File: config.mk
export PLATFORM = sky130hd
export DESIGN_NAME = fifo_chain
export DESIGN_NICKNAME = d
export VERILOG_FILES = /design/src/rtl/fifo_chain_pkg.sv /design/src/rtl/chain_store.sv /design/src/rtl/chain_ctrl.sv /design/src/rtl/chain_slice.sv /design/src/rtl/fifo_chain.sv
export SDC_FILE = /design/constraint.sdc
export NUM_CORES = 1
export LEC_CHECK = 0
export BUFFER_PORTS_ARGS = -buffer_cell sky130_fd_sc_hd__buf_2
export CORE_ASPECT_RATIO = 2
export CORE_MARGIN = 2
export CORE_UTILIZATION = 46
export DETAILED_ROUTE_END_ITERATION = 12
export SLEW_MARGIN = 20
export SYNTH_ARGS = -nofsm -noshare
export SYNTH_HDL_FRONTEND = slang
export SYNTH_SLANG_ARGS = --single-unit
File: constraint.sdc
create_clock -name clk -period 2.9 [get_ports clk]
set_input_delay 0.58 -clock clk [delete_from_list [all_inputs] [get_ports clk]]
set_output_delay 0.58 -clock clk [all_outputs]
set_load 0.01 [all_outputs]
File: src/rtl/fifo_chain_pkg.sv
package fifo_chain_pkg;

   // Which token a slice expects from its next expansion-in pulse.
   typedef enum logic {
      EXP_WR = 1'b0,
      EXP_RD = 1'b1
   } tok_expect_e;

   // Address width needed to index a slice of the given depth.
   function automatic int unsigned addr_bits(input int unsigned depth);
      return (depth > 1) ? $clog2(depth) : 1;
   endfunction

endpackage

File: src/rtl/chain_store.sv
module chain_store #(
   parameter int unsigned WIDTH = 9,
   parameter int unsigned DEPTH = 8,
   parameter int unsigned AW    = fifo_chain_pkg::addr_bits(DEPTH)
) (
   input  logic             clk,
   input  logic             we,
   input  logic [AW-1:0]    waddr,
   input  logic [WIDTH-1:0] wdata,
   input  logic             re,
   input  logic [AW-1:0]    raddr,
   output logic [WIDTH-1:0] rdata
);

   logic [WIDTH-1:0] mem [DEPTH];

   always_ff @(posedge clk) begin
      if (we) begin
         mem[waddr] <= wdata;
      end
      if (re) begin
         rdata <= mem[raddr];
      end
   end

endmodule

File: src/rtl/chain_ctrl.sv
module chain_ctrl
   import fifo_chain_pkg::*;
#(
   parameter int unsigned DEPTH   = 8,
   parameter bit          CHAINED = 1'b1,
   parameter int unsigned AW      = addr_bits(DEPTH)
) (
   input  logic          clk,
   input  logic          rst_n,
   input  logic          head_n,
   input  logic          xi,
   input  logic          wr_en,
   input  logic          rd_en,
   output logic          we,
   output logic [AW-1:0] waddr,
   output logic          re,
   output logic [AW-1:0] raddr,
   output logic          empty,
   output logic          full,
   output logic          xo,
   output logic          wtok,
   output logic          rtok
);

   localparam int unsigned CW = $clog2(DEPTH + 1);
   localparam logic [AW-1:0] LAST = AW'(DEPTH - 1);

   logic [AW-1:0] wptr_q;
   logic [AW-1:0] rptr_q;
   logic [CW-1:0] cnt_q;
   logic          w_last;
   logic          r_last;

   assign empty  = (cnt_q == '0);
   assign full   = (cnt_q == CW'(DEPTH));
   assign we     = wr_en & wtok & ~full;
   assign re     = rd_en & rtok & ~empty;
   assign w_last = (wptr_q == LAST);
   assign r_last = (rptr_q == LAST);
   assign waddr  = wptr_q;
   assign raddr  = rptr_q;

   always_ff @(posedge clk or negedge rst_n) begin
      if (!rst_n) begin
         wptr_q <= '0;
         rptr_q <= '0;
         cnt_q  <= '0;
      end else begin
         if (we) begin
            wptr_q <= w_last ? '0 : wptr_q + 1'b1;
         end
         if (re) begin
            rptr_q <= r_last ? '0 : rptr_q + 1'b1;
         end
         cnt_q <= cnt_q + CW'(we) - CW'(re);
      end
   end

   generate
      if (CHAINED) begin : g_ring
         logic        wtok_q;
         logic        rtok_q;
         tok_expect_e expect_q;

         always_ff @(posedge clk or negedge rst_n) begin
            if (!rst_n) begin
               wtok_q   <= ~head_n;
               rtok_q   <= ~head_n;
               expect_q <= EXP_WR;
            end else begin
               if (we && w_last) begin
                  wtok_q <= 1'b0;
               end
               if (re && r_last) begin
                  rtok_q <= 1'b0;
               end
               if (xi) begin
                  if (expect_q == EXP_WR) begin
                     wtok_q   <= 1'b1;
                     expect_q <= EXP_RD;
                  end else begin
                     rtok_q   <= 1'b1;
                     expect_q <= EXP_WR;
                  end
               end
            end
         end

         assign wtok = wtok_q;
         assign rtok = rtok_q;
         assign xo   = (we & w_last) | (re & r_last);
      end else begin : g_solo
         logic tie_unused;
         assign tie_unused = xi ^ head_n;
         assign wtok = 1'b1;
         assign rtok = 1'b1;
         assign xo   = 1'b0;
      end
   endgenerate

endmodule

File: src/rtl/chain_slice.sv
module chain_slice
   import fifo_chain_pkg::*;
#(
   parameter int unsigned WIDTH   = 9,
   parameter int unsigned DEPTH   = 8,
   parameter bit          CHAINED = 1'b1
) (
   input  logic             clk,
   input  logic             rst_n,
   input  logic             head_n,
   input  logic             xi,
   input  logic             wr_en,
   input  logic [WIDTH-1:0] wr_data,
   input  logic             rd_en,
   output logic [WIDTH-1:0] rd_data,
   output logic             rd_valid,
   output logic             empty,
   output logic             full,
   output logic             xo,
   output logic             wtok,
   output logic             rtok
);

   localparam int unsigned AW = addr_bits(DEPTH);

   logic          we;
   logic          re;
   logic [AW-1:0] waddr;
   logic [AW-1:0] raddr;
   logic          valid_q;

   chain_ctrl #(
      .DEPTH   (DEPTH),
      .CHAINED (CHAINED),
      .AW      (AW)
   ) u_ctrl (
      .clk    (clk),
      .rst_n  (rst_n),
      .head_n (head_n),
      .xi     (xi),
      .wr_en  (wr_en),
      .rd_en  (rd_en),
      .we     (we),
      .waddr  (waddr),
      .re     (re),
      .raddr  (raddr),
      .empty  (empty),
      .full   (full),
      .xo     (xo),
      .wtok   (wtok),
      .rtok   (rtok)
   );

   chain_store #(
      .WIDTH (WIDTH),
      .DEPTH (DEPTH),
      .AW    (AW)
   ) u_store (
      .clk   (clk),
      .we    (we),
      .waddr (waddr),
      .wdata (wr_data),
      .re    (re),
      .raddr (raddr),
      .rdata (rd_data)
   );

   always_ff @(posedge clk or negedge rst_n) begin
      if (!rst_n) begin
         valid_q <= 1'b0;
      end else begin
         valid_q <= re;
      end
   end

   assign rd_valid = valid_q;

endmodule

File: src/rtl/fifo_chain.sv
module fifo_chain #(
   parameter int unsigned WIDTH  = 9,
   parameter int unsigned DEPTH  = 8,
   parameter int unsigned SLICES = 3,
   parameter int unsigned HEAD   = 0
) (
   input  logic             clk,
   input  logic             rst_n,
   input  logic             wr_en,
   input  logic [WIDTH-1:0] wr_data,
   input  logic             rd_en,
   output logic [WIDTH-1:0] rd_data,
   output logic             rd_valid,
   output logic             empty_n,
   output logic             full_n
);

   localparam bit CHAINED = (SLICES > 1);

   generate
      if (WIDTH < 1) begin : g_bad_width
         $error("fifo_chain: WIDTH must be at least 1");
      end
      if (DEPTH < 2) begin : g_bad_depth
         $error("fifo_chain: DEPTH must be at least 2");
      end
      if (SLICES < 1) begin : g_bad_slices
         $error("fifo_chain: SLICES must be at least 1");
      end
      if (HEAD >= SLICES) begin : g_bad_head
         $error("fifo_chain: HEAD must name an existing slice");
      end
   endgenerate

   logic [SLICES-1:0] slc_empty;
   logic [SLICES-1:0] slc_full;
   logic [SLICES-1:0] slc_xo;
   logic [SLICES-1:0] slc_wtok;
   logic [SLICES-1:0] slc_rtok;
   logic [SLICES-1:0] slc_valid;
   logic [WIDTH-1:0]  slc_data [SLICES];

   generate
      for (genvar i = 0; i < SLICES; i++) begin : g_slc
         localparam int unsigned PREV = (i == 0) ? SLICES - 1 : i - 1;

         chain_slice #(
            .WIDTH   (WIDTH),
            .DEPTH   (DEPTH),
            .CHAINED (CHAINED)
         ) u_slice (
            .clk      (clk),
            .rst_n    (rst_n),
            .head_n   (i != HEAD),
            .xi       (slc_xo[PREV]),
            .wr_en    (wr_en),
            .wr_data  (wr_data),
            .rd_en    (rd_en),
            .rd_data  (slc_data[i]),
            .rd_valid (slc_valid[i]),
            .empty    (slc_empty[i]),
            .full     (slc_full[i]),
            .xo       (slc_xo[i]),
            .wtok     (slc_wtok[i]),
            .rtok     (slc_rtok[i])
         );
      end
   endgenerate

   always_comb begin
      rd_data = '0;
      for (int k = 0; k < SLICES; k++) begin
         rd_data = rd_data | (slc_data[k] & {WIDTH{slc_valid[k]}});
      end
   end

   assign rd_valid = |slc_valid;
   assign empty_n  = |(~slc_empty);
   assign full_n   = |(~slc_full);

endmodule

==> results of run 1 <==
cell type report:
class	count	area, um2	area share (%)
clock buffers	31	691	5.26
flip-flops and latches	285	8350	63.6
repair buffers	51	325	2.48
inverters	43	161	1.23
clock inverters	17	161	1.23
well taps	336	420	3.20
multi-input cells	251	3010	23.0
metrics by stage:
stage          hold WS (ns)  worst slack (ns)  cell area [um2]  cells
2_1_floorplan         0.284             0.555            11600    598
5_1_grt              0.0779             0.393            13100   1014
4_1_cts               0.231             0.469            13100   1014
6_report             0.0323             0.502            13100   1014
3_5_place_dp          0.450             0.568            12300    966
3_3_place_gp          0.440             0.638            12300    966
cells by family (layout without fill, tap and decap cells):
family / count (synthesis) / in the layout / share of synthesized area [%]
and+or+nand+nor: 84 / 84 / 3.44
xor gates and xnor gates: 9 / 9 / 0.678
AOI/OAI and AO/OA: 38 / 38 / 2.58
adders and majority gates: 32 / 32 / 3.64
muxes: 88 / 88 / 15.4
DFF: 285 / 285 / 71.8
buffers and inverters: 62 / 142 / 2.46
cells in the mapped netlist, types with 4 or more instances:
master and number:
mux2_2 34, a21oi_1 4, nor3_1 15, a21o_1 7, inv_1 43, a222oi_1 9, buf_2 7, dfrtp_1 40
ha_1 29, xnor2_1 6, mux4_1 51, nor2_1 15, nand2_1 30, o2bb2ai_1 4, nand2b_1 8, edfxtp_1 243
buf_6 6, o21ai_0 6
flip-flops by register name, summed over array words and instances, names as in the netlist:
| name | flops |
|---|---|
| g_slc.u_slice.u_ctrl.raddr | 9 |
| g_slc.u_slice.u_ctrl.g_ring.expect_q | 3 |
| g_slc.u_slice.u_ctrl.waddr | 9 |
| g_slc.u_slice.u_ctrl.cnt_q | 12 |
| g_slc.u_slice.u_ctrl.rtok | 3 |
| g_slc.u_slice.u_ctrl.wtok | 3 |
| g_slc.u_slice.u_store.rdata | 27 |
| g_slc.u_slice.u_store.mem | 216 |
| g_slc.u_slice.rd_valid | 3 |
power breakdown:
| group | switching [mW] | internal, mW | total (mW) |
|---|---|---|---|
| Sequential | 0.397 | 4.93 | 5.32 |
| Clock | 1.47 | 1.97 | 3.44 |
| Combinational | 0.846 | 0.822 | 1.67 |
| Total | 2.72 | 7.72 | 10.4 |
metal layers:
layer | vias up | wire [um]
met1 | 2872 | 8630
met4 | 0 | 893
met2 | 109 | 13200
li1 | 2517 | -
met5 | - | 0
met3 | 48 | 986
worst paths after layout:
check / start / end / slack [ns]
hold reg to reg: g_slc[0].u_slice.u_ctrl.g_ring.expect_q / g_slc[0].u_slice.u_ctrl.wtok / 0.45
max in group asynchronous: rst_n / g_slc[0].u_slice.u_ctrl.raddr[1] / 2.48
setup / recovery: g_slc[1].u_slice.u_ctrl.cnt_q[1] / full_n / 0.50
setup reg to reg: g_slc[2].u_slice.u_ctrl.cnt_q[2] / g_slc[2].u_slice.u_store.mem[7][2] / 0.57
hold / removal: rst_n / g_slc[1].u_slice.u_ctrl.cnt_q[1] / 0.03
min in group clk: rd_en / g_slc[2].u_slice.u_ctrl.rtok / 0.39
==> impl_metrics.yaml, run 1 <==
outcome:
  status: "complete, no violations"
final_layout:
  syn_to_final_growth_pct: 12.8
  fin_nets: 703
  layout_commonest_cell: "edfxtp_1"
  nFillCells: 1971
  diodes: 0
  mostFrequentLayoutCells: "243 x edfxtp_1, 51 x mux4_1, 43 x inv_1, 40 x dfrtp_1, 34 x mux2_2"
  final_util_pct: 52.6
  drive_gt1_share_pct: 19.9
timing:
  fin_skew_ns: 0.00757
  finalSetupTns_ns: 0
  drv_slew: 0
  rsz0062_at_grt: "false"
  tightest_slew_ns: 0.969
  layout_min_cycle_time_ns: 2.40
  fmax_mhz: 417
  finalSetupViolCount: 0
  post-route-period-util_pct: 82.7
  slew_headroom_pct: 35.4
  hold_viol: 0
clocking:
  cts.repair.resized: 0
  clk_pin_slew_ns: 0.06
  cts_buffers: 26
  cts_tree: "built"
  htreeDepth: 1
  cts_buffer_depth: 3
  tritoncts_num_sinks: 285
  clock_latency_ns: 0.54
  ctsRootBufferMaster: "clkbuf_16"
  cts_setup_buffers: 0
  cts.hold.buffers_added: 0
global_routing:
  grt-busiest-layer: "met2"
  overflow: 0
  antenna_found_initial: 0
  grt_pass1_wl_mm: 35.9
  globalRouteMet1Util_pct: 21.2
  grt_use_met3_pct: 2.70
  grt.total_usage_pct: 18.6
  use_met2_pct: 33.5
  grt_max_degree: 43
  grt_pass1_vias: 6079
logic_synthesis:
  synthFlopType: "edfxtp_1"
  yosysTopAreaCellShare_pct: 62.7
  ys_types: 40
  yosys.area.top_type: "edfxtp_1"
  syn_nets: 643
  synth_cells: 598
  netlist_area_um2: 11600
  async_flop_share_pct: 14.7
  avgSynthCellArea_um2: 19.4
  yosysSeqAreaShare_pct: 71.8
  netlist_top_cells_area: "edfxtp_1 63%, mux4_1 12%, dfrtp_1 8.6%"
  synth-edff-count: 243
  yosys_warnings: 0
  synth-seq-cells: 285
setup_path:
  crit_chain: "nor2_1 -> and3_1 -> nand4_1 -> buf_2"
  critical_path.max_stage_delay_ns: 0.42
  crit_arrival_ns: 1.82
  end_kind: "output port"
  crit_fanout: 5
  path_class: "flip-flop to output port"
  crit_cells: 4
  reg2reg_depth: 7
  cp_slowest_cell: "dfrtp_1"
  required_ns: 2.32
  start_kind: "flip-flop"
  crit_family: "simple AND/OR/NAND/NOR gates"
  cp_num_buf_inv: 1
floorplan:
  die_x_um: 116
  rows: 82
  top_level_ports: 25
  die_y_um: 229
  die_area_um2: 26600
  core_um2: 24900
  start_util_pct: 46.6
min_path:
  min_path_type: "input port to asynchronous set/reset pin"
pwr:
  irDropWorstVdd_mv: 0.415
  cellPowerDensity_nw_per_um2: 795
  leakagePower_nw: 4.83
  total_power_mw: 10.4
routing:
  drt_pre_antenna_iters: 5
  viasPerCell: 5.47
  wirelength_mm: 23.7
  drc: 0
  first_iter_violations: 436
  wl_per_cell_um: 23.4
  ant_nets: 0
  num_vias: 5546
placed_design:
  io_buffers: 24
  globalplace.congestion: 0.836
  hpwl_mm: 16.0
flow_run:
  maxCapViolCount: 0
Power figures use the tool's default switching activity.
==> run 2: changes to the inputs <==
clock period = 2.21 ns   (was 2.9 ns; I/O delays follow)
==> run 2 against run 1 <==
Effect of this change: sequential cell count unchanged; cell area increased by 3.0%; global-route usage decreased by 0.82 points; worst setup slack got worse by 0.41 ns; utilization increased by 1.6 points; largest cell class unchanged; critical endpoint is now rd_data[1]; highest routed layer unchanged; total power increased by 42%.
==> impl_metrics.yaml, run 2 (same netlist as run 1, synthesis figures left out) <==
routing:
  ant_nets: 0
  wl_per_cell_um: 22.0
  drc: 0
  wirelength_mm: 22.5
  viasPerCell: 5.42
  first_iter_violations: 437
  drt_pre_antenna_iters: 5
  num_vias: 5553
clocking:
  tritoncts_num_sinks: 285
  cts_setup_buffers: 0
  ctsRootBufferMaster: "clkbuf_16"
  clk_pin_slew_ns: 0.06
  clock_latency_ns: 0.54
  cts_tree: "built"
  htreeDepth: 1
  cts_buffers: 26
  cts_buffer_depth: 3
final_layout:
  top_register: "g_slc.u_slice.u_store.mem"
  top_regs: "g_slc.u_slice.u_store.mem (216), g_slc.u_slice.u_store.rdata (27), g_slc.u_slice.u_ctrl.cnt_q (12)"
  drive_gt1_share_pct: 23.7
  largest_reg_flops: 216
  mostFrequentLayoutCells: "243 x edfxtp_1, 51 x mux4_1, 40 x inv_1, 40 x dfrtp_1, 34 x mux2_2"
  diodes: 0
  nFillCells: 1926
  syn_to_final_growth_pct: 16.2
  fin_nets: 713
  layout_commonest_cell: "edfxtp_1"
global_routing:
  grt_pass1_vias: 5946
  antenna_found_initial: 0
  grt.total_usage_pct: 17.8
  overflow: 0
  grt_pass1_wl_mm: 34.7
  grt_max_degree: 35
floorplan:
  top_level_ports: 25
  die_x_um: 116
  die_area_um2: 26600
  rows: 82
  start_util_pct: 46.6
  die_y_um: 229
  core_um2: 24900
pwr:
  leakagePower_nw: 4.99
  irDropWorstVdd_mv: 0.694
  cellPowerDensity_nw_per_um2: 1090
  total_power_mw: 14.8
placed_design:
  globalplace.congestion: 0.796
  io_buffers: 24
  hpwl_mm: 15.5
setup_path:
  r2r_start: "g_slc[2].u_slice.u_ctrl.cnt_q[3]"
  crit_cells: 3
  crit_fanout: 10
  required_ns: 1.77
  reg2reg_depth: 10
  r2r_slack_ns: 0.09
  crit_chain: "a222oi_1 -> inv_1 -> buf_2"
  endpoint: "rd_data[1]"
  crit_arrival_ns: 1.68
  end_kind: "output port"
  cp-startpoint: "g_slc[1].u_slice.rd_valid"
  start_kind: "flip-flop"
  critical_path.max_stage_delay_ns: 0.48
  crit_family: "flip-flops"
  r2r_end: "g_slc[2].u_slice.u_ctrl.cnt_q[1]"
  cp_slowest_cell: "dfrtp_1"
  cp_num_buf_inv: 2
  path_class: "flip-flop to output port"
timing:
  layout_min_cycle_time_ns: 2.12
  finalSetupTns_ns: 0
  fmax_mhz: 472
  slew_headroom_pct: 46.6
  tightest_slew_ns: 0.801
  rsz0062_at_grt: "false"
  fin_skew_ns: 0.0135
  finalSetupViolCount: 0
  hold_viol: 0
  drv_slew: 0
  post-route-period-util_pct: 95.9
min_path:
  min_path_type: "input port to flip-flop"
flow_run:
  maxCapViolCount: 0
outcome:
  status: "complete, no violations"
-- run 2: where the power goes --
group          total (mW)  switching [mW]  internal, mW
sequential           6.86           0.391          6.47
clock                5.35            1.92          3.44
combinational        2.56            1.31          1.25
-- run 2: through the flow --
step | hold WS, ns | setup slack, ns | instances | util [%] | instance area, um2
2_1_floorplan | 0.146 | 0.0114 | 598 | - | 11700
3_3_place_gp | 0.448 | 0.0683 | 975 | 49.7 | 12400
3_5_place_dp | 0.452 | 0.00151 | 975 | 49.7 | 12400
4_1_cts | 0.248 | 0.0144 | 1024 | 54.0 | 13500
5_1_grt | 0.293 | 0.0167 | 1024 | 54.2 | 13500
6_report | 0.274 | 0.0907 | 1024 | 54.2 | 13500
-- run 2: timing repair --
item                                    4_1_cts  5_1_grt
pin swaps                                     1        1
cloned                                        0        0
hold buffers                                  1        0
endpoints found under the setup margin        4       32
endpoints found under the hold margin        14        0
resized for setup                             4       11
-- run 2: worst reg2reg max path: stages (launching register included) --
cell and delay (ns):
dfrtp_1 0.39, inv_1 0.07, ha_2 0.17, inv_1 0.05, o311a_4 0.32, ha_4 0.22
inv_2 0.06, ha_4 0.12, inv_2 0.04, fa_2 0.52, inv_1 0.05
-- run 2: routing by layer --
layer	vias to the layer above	global-route usage, %	part of all wire (%)	routed length (um)
met5	-	0	0	0
met4	0	7.33	3.9	869
met3	48	2.15	2.7	619
met2	106	34.2	58	13100
met1	2869	19.0	35	7960
li1	2530	-	-	-
-- run 2: area by class of cell --
cell class	instances	area (um2)	area share (%)
Tap cell	336	420	3.11
Clock buffer	31	701	5.19
Inverter	43	161	1.19
Clock inverter	17	342	2.53
Timing Repair Buffer	61	450	3.33
Multi-Input combinational cell	251	3090	22.8
Sequential cell	285	8350	61.8
-- run 2: how the worst min path moves through the flow --
stage               cells after the start                            to  slack, ns                                    start
CTS                                     3  g_slc[2].u_slice.u_ctrl.rtok       0.25                                    rd_en
detailed placement                      1  g_slc[0].u_slice.u_ctrl.wtok       0.45  g_slc[0].u_slice.u_ctrl.g_ring.expect_q
floorplan                               0     g_slc[0].u_slice.rd_valid       0.15                                    rst_n
finish                                  3  g_slc[2].u_slice.u_ctrl.rtok       0.27                                    rd_en
global placement                        1  g_slc[0].u_slice.u_ctrl.wtok       0.45  g_slc[0].u_slice.u_ctrl.g_ring.expect_q
global route                            3  g_slc[1].u_slice.u_ctrl.rtok       0.29                                    rd_en
